## src/rtl/ipq_pkg.sv

```systemverilog
package ipq_pkg;
  typedef logic [31:0] word_t;

  typedef struct packed {
    logic  hit;      // queue contents are stale this cycle
    word_t addr;     // where fetching resumes
  } flush_t;
endpackage

```

## src/rtl/ipq_flush_ctrl.sv

```systemverilog
module ipq_flush_ctrl
  import ipq_pkg::*;
(
  input  logic   clk,
  input  logic   rst_n,
  input  logic   ev_mmove,
  input  logic   ev_mmove_nf,
  input  logic   ev_store,
  input  logic   ev_store_nf,
  input  logic   ev_ptr_wr,
  input  word_t  ptr_wdata,
  input  logic   ev_xfer,
  input  logic   ev_xfer_taken,
  input  word_t  xfer_target,
  input  logic   ctl_wr_en,
  input  logic   ctl_flush_wbit,
  input  word_t  head_addr,
  output flush_t flush,
  output logic   sw_flush_q
);
  logic mm_hit, st_hit, br_hit;

  // Software flush bit: set by a write, clears itself one cycle later.
  always_ff @(posedge clk or negedge rst_n) begin
    if (!rst_n) sw_flush_q <= 1'b0;
    else        sw_flush_q <= ctl_wr_en & ctl_flush_wbit;
  end

  always_comb begin
    mm_hit    = ev_mmove & ~ev_mmove_nf;
    st_hit    = ev_store & ~ev_store_nf;
    br_hit    = ev_xfer & ev_xfer_taken;
    flush.hit = mm_hit | st_hit | br_hit | ev_ptr_wr | sw_flush_q;
    if (ev_ptr_wr)   flush.addr = ptr_wdata;
    else if (br_hit) flush.addr = xfer_target;
    else             flush.addr = head_addr;
  end
endmodule

```

## src/rtl/ipq_fifo.sv

```systemverilog
module ipq_fifo #(
  parameter int DEPTH = 8,
  parameter int W     = 32,
  localparam int PW   = (DEPTH > 1) ? $clog2(DEPTH) : 1,
  localparam int CW   = $clog2(DEPTH + 1)
) (
  input  logic          clk,
  input  logic          rst_n,
  input  logic          clear,
  input  logic          push,
  input  logic [W-1:0]  push_data,
  input  logic          pop,
  output logic [W-1:0]  head,
  output logic [CW-1:0] level,
  output logic          nonempty
);
  logic [W-1:0]  store_q [DEPTH];
  logic [PW-1:0] wr_ptr, rd_ptr;
  logic          do_pop;

  function automatic logic [PW-1:0] step(input logic [PW-1:0] p);
    return (p == PW'(DEPTH - 1)) ? '0 : p + 1'b1;
  endfunction

  assign nonempty = (level != '0);
  assign do_pop   = pop & nonempty;
  assign head     = store_q[rd_ptr];

  always_ff @(posedge clk) begin
    if (push && !clear) store_q[wr_ptr] <= push_data;
  end

  always_ff @(posedge clk or negedge rst_n) begin
    if (!rst_n) begin
      wr_ptr <= '0;
      rd_ptr <= '0;
      level  <= '0;
    end else if (clear) begin
      wr_ptr <= '0;
      rd_ptr <= '0;
      level  <= '0;
    end else begin
      if (push)   wr_ptr <= step(wr_ptr);
      if (do_pop) rd_ptr <= step(rd_ptr);
      level <= level + CW'(push) - CW'(do_pop);
    end
  end
endmodule

```

## src/rtl/ipq_fetch_ctrl.sv

```systemverilog
module ipq_fetch_ctrl
  import ipq_pkg::*;
#(
  parameter int    DEPTH      = 8,
  parameter int    GEN_W      = 3,
  parameter word_t RESET_ADDR = 32'h100,
  localparam int   CW         = $clog2(DEPTH + 1),
  localparam int   SW         = CW + 1
) (
  input  logic             clk,
  input  logic             rst_n,
  input  logic             pf_en,
  input  logic             kill,
  input  word_t            restart_addr,
  input  logic [CW-1:0]    level,
  output logic             req_valid,
  input  logic             req_ready,
  output word_t            req_addr,
  output logic [GEN_W-1:0] req_tag,
  input  logic             rsp_valid,
  input  logic [GEN_W-1:0] rsp_tag,
  output logic             rsp_live,
  output logic [CW-1:0]    inflight
);
  localparam logic [SW-1:0] LIMIT = SW'(DEPTH);

  word_t            fetch_addr;
  logic [GEN_W-1:0] gen;
  logic             credit_ok, req_fire;

  // Outstanding requests of any generation hold a slot until they return.
  assign credit_ok = ({1'b0, level} + {1'b0, inflight}) < LIMIT;
  assign req_valid = pf_en & ~kill & credit_ok;
  assign req_fire  = req_valid & req_ready;
  assign req_addr  = fetch_addr;
  assign req_tag   = gen;
  assign rsp_live  = rsp_valid & (rsp_tag == gen) & pf_en & ~kill;

  always_ff @(posedge clk or negedge rst_n) begin
    if (!rst_n) begin
      fetch_addr <= RESET_ADDR;
      gen        <= '0;
      inflight   <= '0;
    end else begin
      inflight <= inflight + CW'(req_fire) - CW'(rsp_valid);
      if (kill) gen <= gen + 1'b1;
      if (kill || !pf_en) fetch_addr <= restart_addr;
      else if (req_fire)  fetch_addr <= fetch_addr + 32'd4;
    end
  end
endmodule

```

## src/rtl/insn_prefetch_queue.sv

```systemverilog
module insn_prefetch_queue
  import ipq_pkg::*;
#(
  parameter int    DEPTH      = 8,
  parameter int    GEN_W      = 3,
  parameter int    CTL_W      = 8,
  parameter int    FLUSH_BIT  = 6,
  parameter word_t RESET_ADDR = 32'h100,
  localparam int   CW         = $clog2(DEPTH + 1)
) (
  input  logic             clk,
  input  logic             rst_n,
  input  logic             pf_en,
  input  logic             ev_mmove,
  input  logic             ev_mmove_nf,
  input  logic             ev_store,
  input  logic             ev_store_nf,
  input  logic             ev_ptr_wr,
  input  logic [31:0]      ptr_wdata,
  input  logic             ev_xfer,
  input  logic             ev_xfer_taken,
  input  logic [31:0]      xfer_target,
  input  logic             ctl_wr_en,
  input  logic [CTL_W-1:0] ctl_wdata,
  output logic             ctl_flush_bit,
  output logic             mem_req_valid,
  input  logic             mem_req_ready,
  output logic [31:0]      mem_req_addr,
  output logic [GEN_W-1:0] mem_req_tag,
  input  logic             mem_rsp_valid,
  input  logic [GEN_W-1:0] mem_rsp_tag,
  input  logic [31:0]      mem_rsp_data,
  output logic             out_valid,
  input  logic             out_ready,
  output logic [31:0]      out_data,
  output logic [31:0]      out_addr
);
  flush_t        flush;
  word_t         head_addr;
  logic          pf_en_q, dis_edge, kill_any;
  logic          push, pop, nonempty;
  logic [CW-1:0] fifo_level, inflight_cnt;

  ipq_flush_ctrl u_flush (
    .clk           (clk),
    .rst_n         (rst_n),
    .ev_mmove      (ev_mmove),
    .ev_mmove_nf   (ev_mmove_nf),
    .ev_store      (ev_store),
    .ev_store_nf   (ev_store_nf),
    .ev_ptr_wr     (ev_ptr_wr),
    .ptr_wdata     (ptr_wdata),
    .ev_xfer       (ev_xfer),
    .ev_xfer_taken (ev_xfer_taken),
    .xfer_target   (xfer_target),
    .ctl_wr_en     (ctl_wr_en),
    .ctl_flush_wbit(ctl_wdata[FLUSH_BIT]),
    .head_addr     (head_addr),
    .flush         (flush),
    .sw_flush_q    (ctl_flush_bit)
  );

  // Dropping enable also retires the current generation, so responses
  // issued before the disable cannot be queued after re-enable.
  assign dis_edge = pf_en_q & ~pf_en;
  assign kill_any = flush.hit | dis_edge;

  ipq_fetch_ctrl #(
    .DEPTH     (DEPTH),
    .GEN_W     (GEN_W),
    .RESET_ADDR(RESET_ADDR)
  ) u_fetch (
    .clk         (clk),
    .rst_n       (rst_n),
    .pf_en       (pf_en),
    .kill        (kill_any),
    .restart_addr(flush.addr),
    .level       (fifo_level),
    .req_valid   (mem_req_valid),
    .req_ready   (mem_req_ready),
    .req_addr    (mem_req_addr),
    .req_tag     (mem_req_tag),
    .rsp_valid   (mem_rsp_valid),
    .rsp_tag     (mem_rsp_tag),
    .rsp_live    (push),
    .inflight    (inflight_cnt)
  );

  ipq_fifo #(.DEPTH(DEPTH), .W(32)) u_fifo (
    .clk      (clk),
    .rst_n    (rst_n),
    .clear    (kill_any | ~pf_en),
    .push     (push),
    .push_data(mem_rsp_data),
    .pop      (pop),
    .head     (out_data),
    .level    (fifo_level),
    .nonempty (nonempty)
  );

  assign out_valid = nonempty & pf_en & ~kill_any;
  assign pop       = out_valid & out_ready;
  assign out_addr  = head_addr;

  always_ff @(posedge clk or negedge rst_n) begin
    if (!rst_n) begin
      head_addr <= RESET_ADDR;
      pf_en_q   <= 1'b0;
    end else begin
      pf_en_q <= pf_en;
      if (flush.hit) head_addr <= flush.addr;
      else if (pop)  head_addr <= head_addr + 32'd4;
    end
  end
endmodule

```

## config.mk

```make
export PLATFORM = sky130hd
export DESIGN_NAME = insn_prefetch_queue
export DESIGN_NICKNAME = d
export VERILOG_FILES = /design/src/rtl/ipq_pkg.sv /design/src/rtl/ipq_flush_ctrl.sv /design/src/rtl/ipq_fifo.sv /design/src/rtl/ipq_fetch_ctrl.sv /design/src/rtl/insn_prefetch_queue.sv
export SDC_FILE = /design/constraint.sdc
export NUM_CORES = 1
export LEC_CHECK = 0
export BUFFER_PORTS_ARGS = -buffer_cell sky130_fd_sc_hd__buf_2
export CAP_MARGIN = 10
export CORE_UTILIZATION = 54
export CTS_BUF_LIST = sky130_fd_sc_hd__clkbuf_4 sky130_fd_sc_hd__clkbuf_8
export DETAILED_ROUTE_END_ITERATION = 16
export PLACE_DENSITY = 0.78
export RECOVER_POWER = 100
export SLEW_MARGIN = 0
export SYNTH_ARGS = -nofsm -noshare
export SYNTH_HDL_FRONTEND = slang
export SYNTH_SLANG_ARGS = --single-unit
export TNS_END_PERCENT = 50
```

## constraint.sdc

```tcl
create_clock -name clk -period 4.1 [get_ports clk]
set_clock_uncertainty 0.15 [all_clocks]
set_input_delay 0.205 -clock clk [delete_from_list [all_inputs] [get_ports clk]]
set_output_delay 0.205 -clock clk [all_outputs]
set_load 0.03 [all_outputs]
```

==> results.json <==
{
  "run_status": "finished with violations",
  "failed_checks": "capacitance limit, slew limit",
  "cts_max_path_buffers": 3,
  "io_pins": 223,
  "power.internal_mw": 5.68,
  "ys_warn_count": 0,
  "grt_use_total_pct": 26.1,
  "nNetsFinal": 1498,
  "gp_congestion": 0.915,
  "core_um2": 27800,
  "grt-ovfl-total": 0,
  "path_buf_inv": 2,
  "hold_violations": 0,
  "rsz0062_at_grt": "false",
  "hpwlAfterDp_um": 23800,
  "area_growth_pct": 20.7,
  "final_core_util_pct": 66.1,
  "start_util_pct": 54.8,
  "num-fill-cells": 1955,
  "first_global_vias": 10500,
  "holdCritPathClass": "in -> reg",
  "setup_viol": 0,
  "cp-end-kind": "output pin",
  "p_switching_mw": 2.11,
  "hp-start": "xfer_target[26]",
  "ant_nets": 0,
  "cts.sinks": 339,
  "cts-root-buf": "clkbuf_8",
  "antenna_found_initial": 0,
  "cpPeakStageDelay_ns": 1.36,
  "dieArea_um2": 28900,
  "p_comb_share_pct": 12.9,
  "rows": 61,
  "drtIter0Drc": 894,
  "cp_max_fo": 32,
  "power_frac_clock_pct": 35.5,
  "wire_per_inst_um": 21.0,
  "power_density_nw_per_um2": 424,
  "tightest_slew_ns": 1.82,
  "via_count": 10700,
  "ys_seq_area_share_pct": 64.2,
  "ys_types": 62,
  "synthCells": 1037,
  "drv_cap": 5,
  "power_leakage_nw": 6.50,
  "path_cells": "buf_4, mux4_2, mux2_2, clkbuf_1",
  "syn_area_um2": 15200,
  "insertedDiodeCount": 0,
  "worst-setup-path-type": "reg -> out",
  "peakVddDrop_uv": 392,
  "critPathLaunchType": "flip-flop",
  "fin_tns_setup_ns": 0,
  "die_x_um": 170,
  "h-tree-depth": 2,
  "die_h_um": 170,
  "cts_tree": "yes",
  "synth_enable_flop_cells": 256,
  "netSwitchingFraction_pct": 27.1,
  "ys.flop_type": "edfxtp_1",
  "maxSlewHeadroom_pct": -21.5,
  "grt_pass1_wl_um": 57400,
  "viasPerCell": 6.00,
  "drc_errors": 0,
  "ys_seq_elements": 339,
  "multi_input_comb_area_um2": 5170,
  "p_total_mw": 7.79,
  "crit_required_ns": 3.74,
  "drive_gt1_share_pct": 21.4,
  "seqPwrFrac_pct": 51.6,
  "clk_latency_ns": 0.59,
  "seqCellArea_um2": 9770,
  "synthesis.nets": 1179,
  "grt_max_degree": 63,
  "cts_buffers": 53,
  "cp-startpoint": "u_fifo.rd_ptr[1]$_DFFE_PN0P_",
  "fin_crit_ns": 3.62,
  "fmax_mhz": 276,
  "port_buffers": 215,
  "final_cell_mix": "256 x edfxtp_1, 142 x clkbuf_1, 106 x nand2_1",
  "final_common_cell": "edfxtp_1",
  "async_flop_share_pct": 24.5,
  "path_delay_family": "flip-flops",
  "cts.clk_slew.worst_paths_ns": 0.07,
  "slew_violations": 168,
  "drt_pass1_iterations": 5,
  "postCtsSetupRepairBufs": 0,
  "r2r_start": "u_flush.sw_flush_q$_DFF_PN0_",
  "period_share_pct": 88.3,
  "holdWs_ns": 0.0155,
  "crit_arrival_ns": 3.26,
  "syn_avg_cell_area_um2": 14.7,
  "slowest_stage": "dfrtp_1",
  "totalWireLength_um": 37300
}
## synth_stat cells, types with 9 or more instances
| library cell | number | area share (%) |
|---|---|---|
| buf_1 | 10 | 0.25 |
| clkbuf_1 | 34 | 0.84 |
| o211ai_1 | 12 | 0.59 |
| nor4_1 | 9 | 0.37 |
| ha_1 | 19 | 1.6 |
| nor3_1 | 22 | 0.72 |
| mux2_2 | 38 | 2.8 |
| o21ai_0 | 49 | 1.6 |
| mux4_2 | 64 | 9.5 |
| o311ai_0 | 18 | 1.0 |
| and2_1 | 11 | 0.45 |
| xnor2_1 | 17 | 0.98 |
| edfxtp_1 | 256 | 51 |
| nand2_1 | 106 | 2.6 |
| nand4_1 | 24 | 0.99 |
| dfrtp_1 | 81 | 13 |
| nor2_1 | 37 | 0.91 |
| nand3_1 | 37 | 1.2 |
| a21oi_1 | 22 | 0.72 |
| mux2i_1 | 32 | 2.1 |
| inv_1 | 24 | 0.59 |
## sequential cells by signal, summed over array words and instances, names as in the netlist
register,count
pf_en_q,1
u_fetch.req_addr,32
u_fifo.wr_ptr,3
out_addr,32
u_fifo.store_q,256
u_flush.sw_flush_q,1
u_fetch.inflight,4
u_fifo.rd_ptr,3
u_fetch.req_tag,3
u_fifo.level,4
## final cells by class
| class | instances | share of cell area (%) |
|---|---|---|
| multi-input cells | 619 | 28.1 |
| well taps | 378 | 2.57 |
| clock buffers | 67 | 4.58 |
| clock inverters | 30 | 1.10 |
| inverters | 25 | 0.511 |
| flip-flops and latches | 339 | 53.2 |
| repair buffers | 318 | 9.94 |
## kinds of logic after synthesis
logic type / after synthesis / share of synthesized area (%)
DFF: 339 / 64.2
and+or+nand+nor: 292 / 9.53
muxes: 134 / 14.4
xor gates and xnor gates: 20 / 1.15
buffers and inverters: 79 / 2.11
AOI/OAI and AO/OA: 152 / 6.82
adders and majority gates: 21 / 1.83
## final timing paths
check,end,cells past startpoint,slack (ns)
worst max-delay path,out_data[15],4,0.48
worst max register to register,u_fetch.req_addr[13]$_DFFE_PN0P_,7,0.52
worst min register to register,u_fetch.req_addr[1]$_DFFE_PN0P_,1,0.36
worst min-delay path,out_addr[26]$_DFFE_PN0P_,5,0.02
max in group asynchronous,out_addr[10]$_DFFE_PN0P_,3,1.76
min in group asynchronous,u_fetch.req_addr[1]$_DFFE_PN0P_,2,0.06
## stage by stage
step | instances | setup WS, ns | instance area [um2]
floorplan | 1037 | -0.139 | 15200
global placement | 1605 | 1.02 | 16900
detailed placement | 1605 | 0.988 | 16900
CTS | 1776 | 0.667 | 18700
global route | 1776 | 0.311 | 18400
finish | 1776 | 0.480 | 18400
## power by group through the flow
| stage | registers, mW | logic [mW] | clock network, mW |
|---|---|---|---|
| global placement | 4.07 | 0.950 | 0 |
| CTS | 4.01 | 1.04 | 2.80 |
| floorplan | 4.24 | 0.428 | 0 |
| detailed placement | 4.08 | 0.975 | 0 |
| global route | 4.04 | 1.09 | 2.96 |
| finish | 4.02 | 1.01 | 2.77 |
## worst min-delay path, cell delays in order
cell and delay (ns):
buf_2 0.08, mux2i_1 0.05, o21ai_0 0.22, nand2_1 0.06
o311ai_0 0.09
## routing by layer
metal  vias up  track usage, %  share of wire, %
met5         -               0                 0
met2       592            43.2                49
li1       4726               -                 -
met3        74            4.91               8.7
met4         0            9.40               2.9
met1      5264            34.7                40
## repair_timing
item | in CTS | in global routing
hold buffers | 74 | 0
hold endpoints to repair | 368 | 0
endpoints found under the setup margin | 0 | 0
resized for setup | 0 | 0
Power figures use the tool's default switching activity.
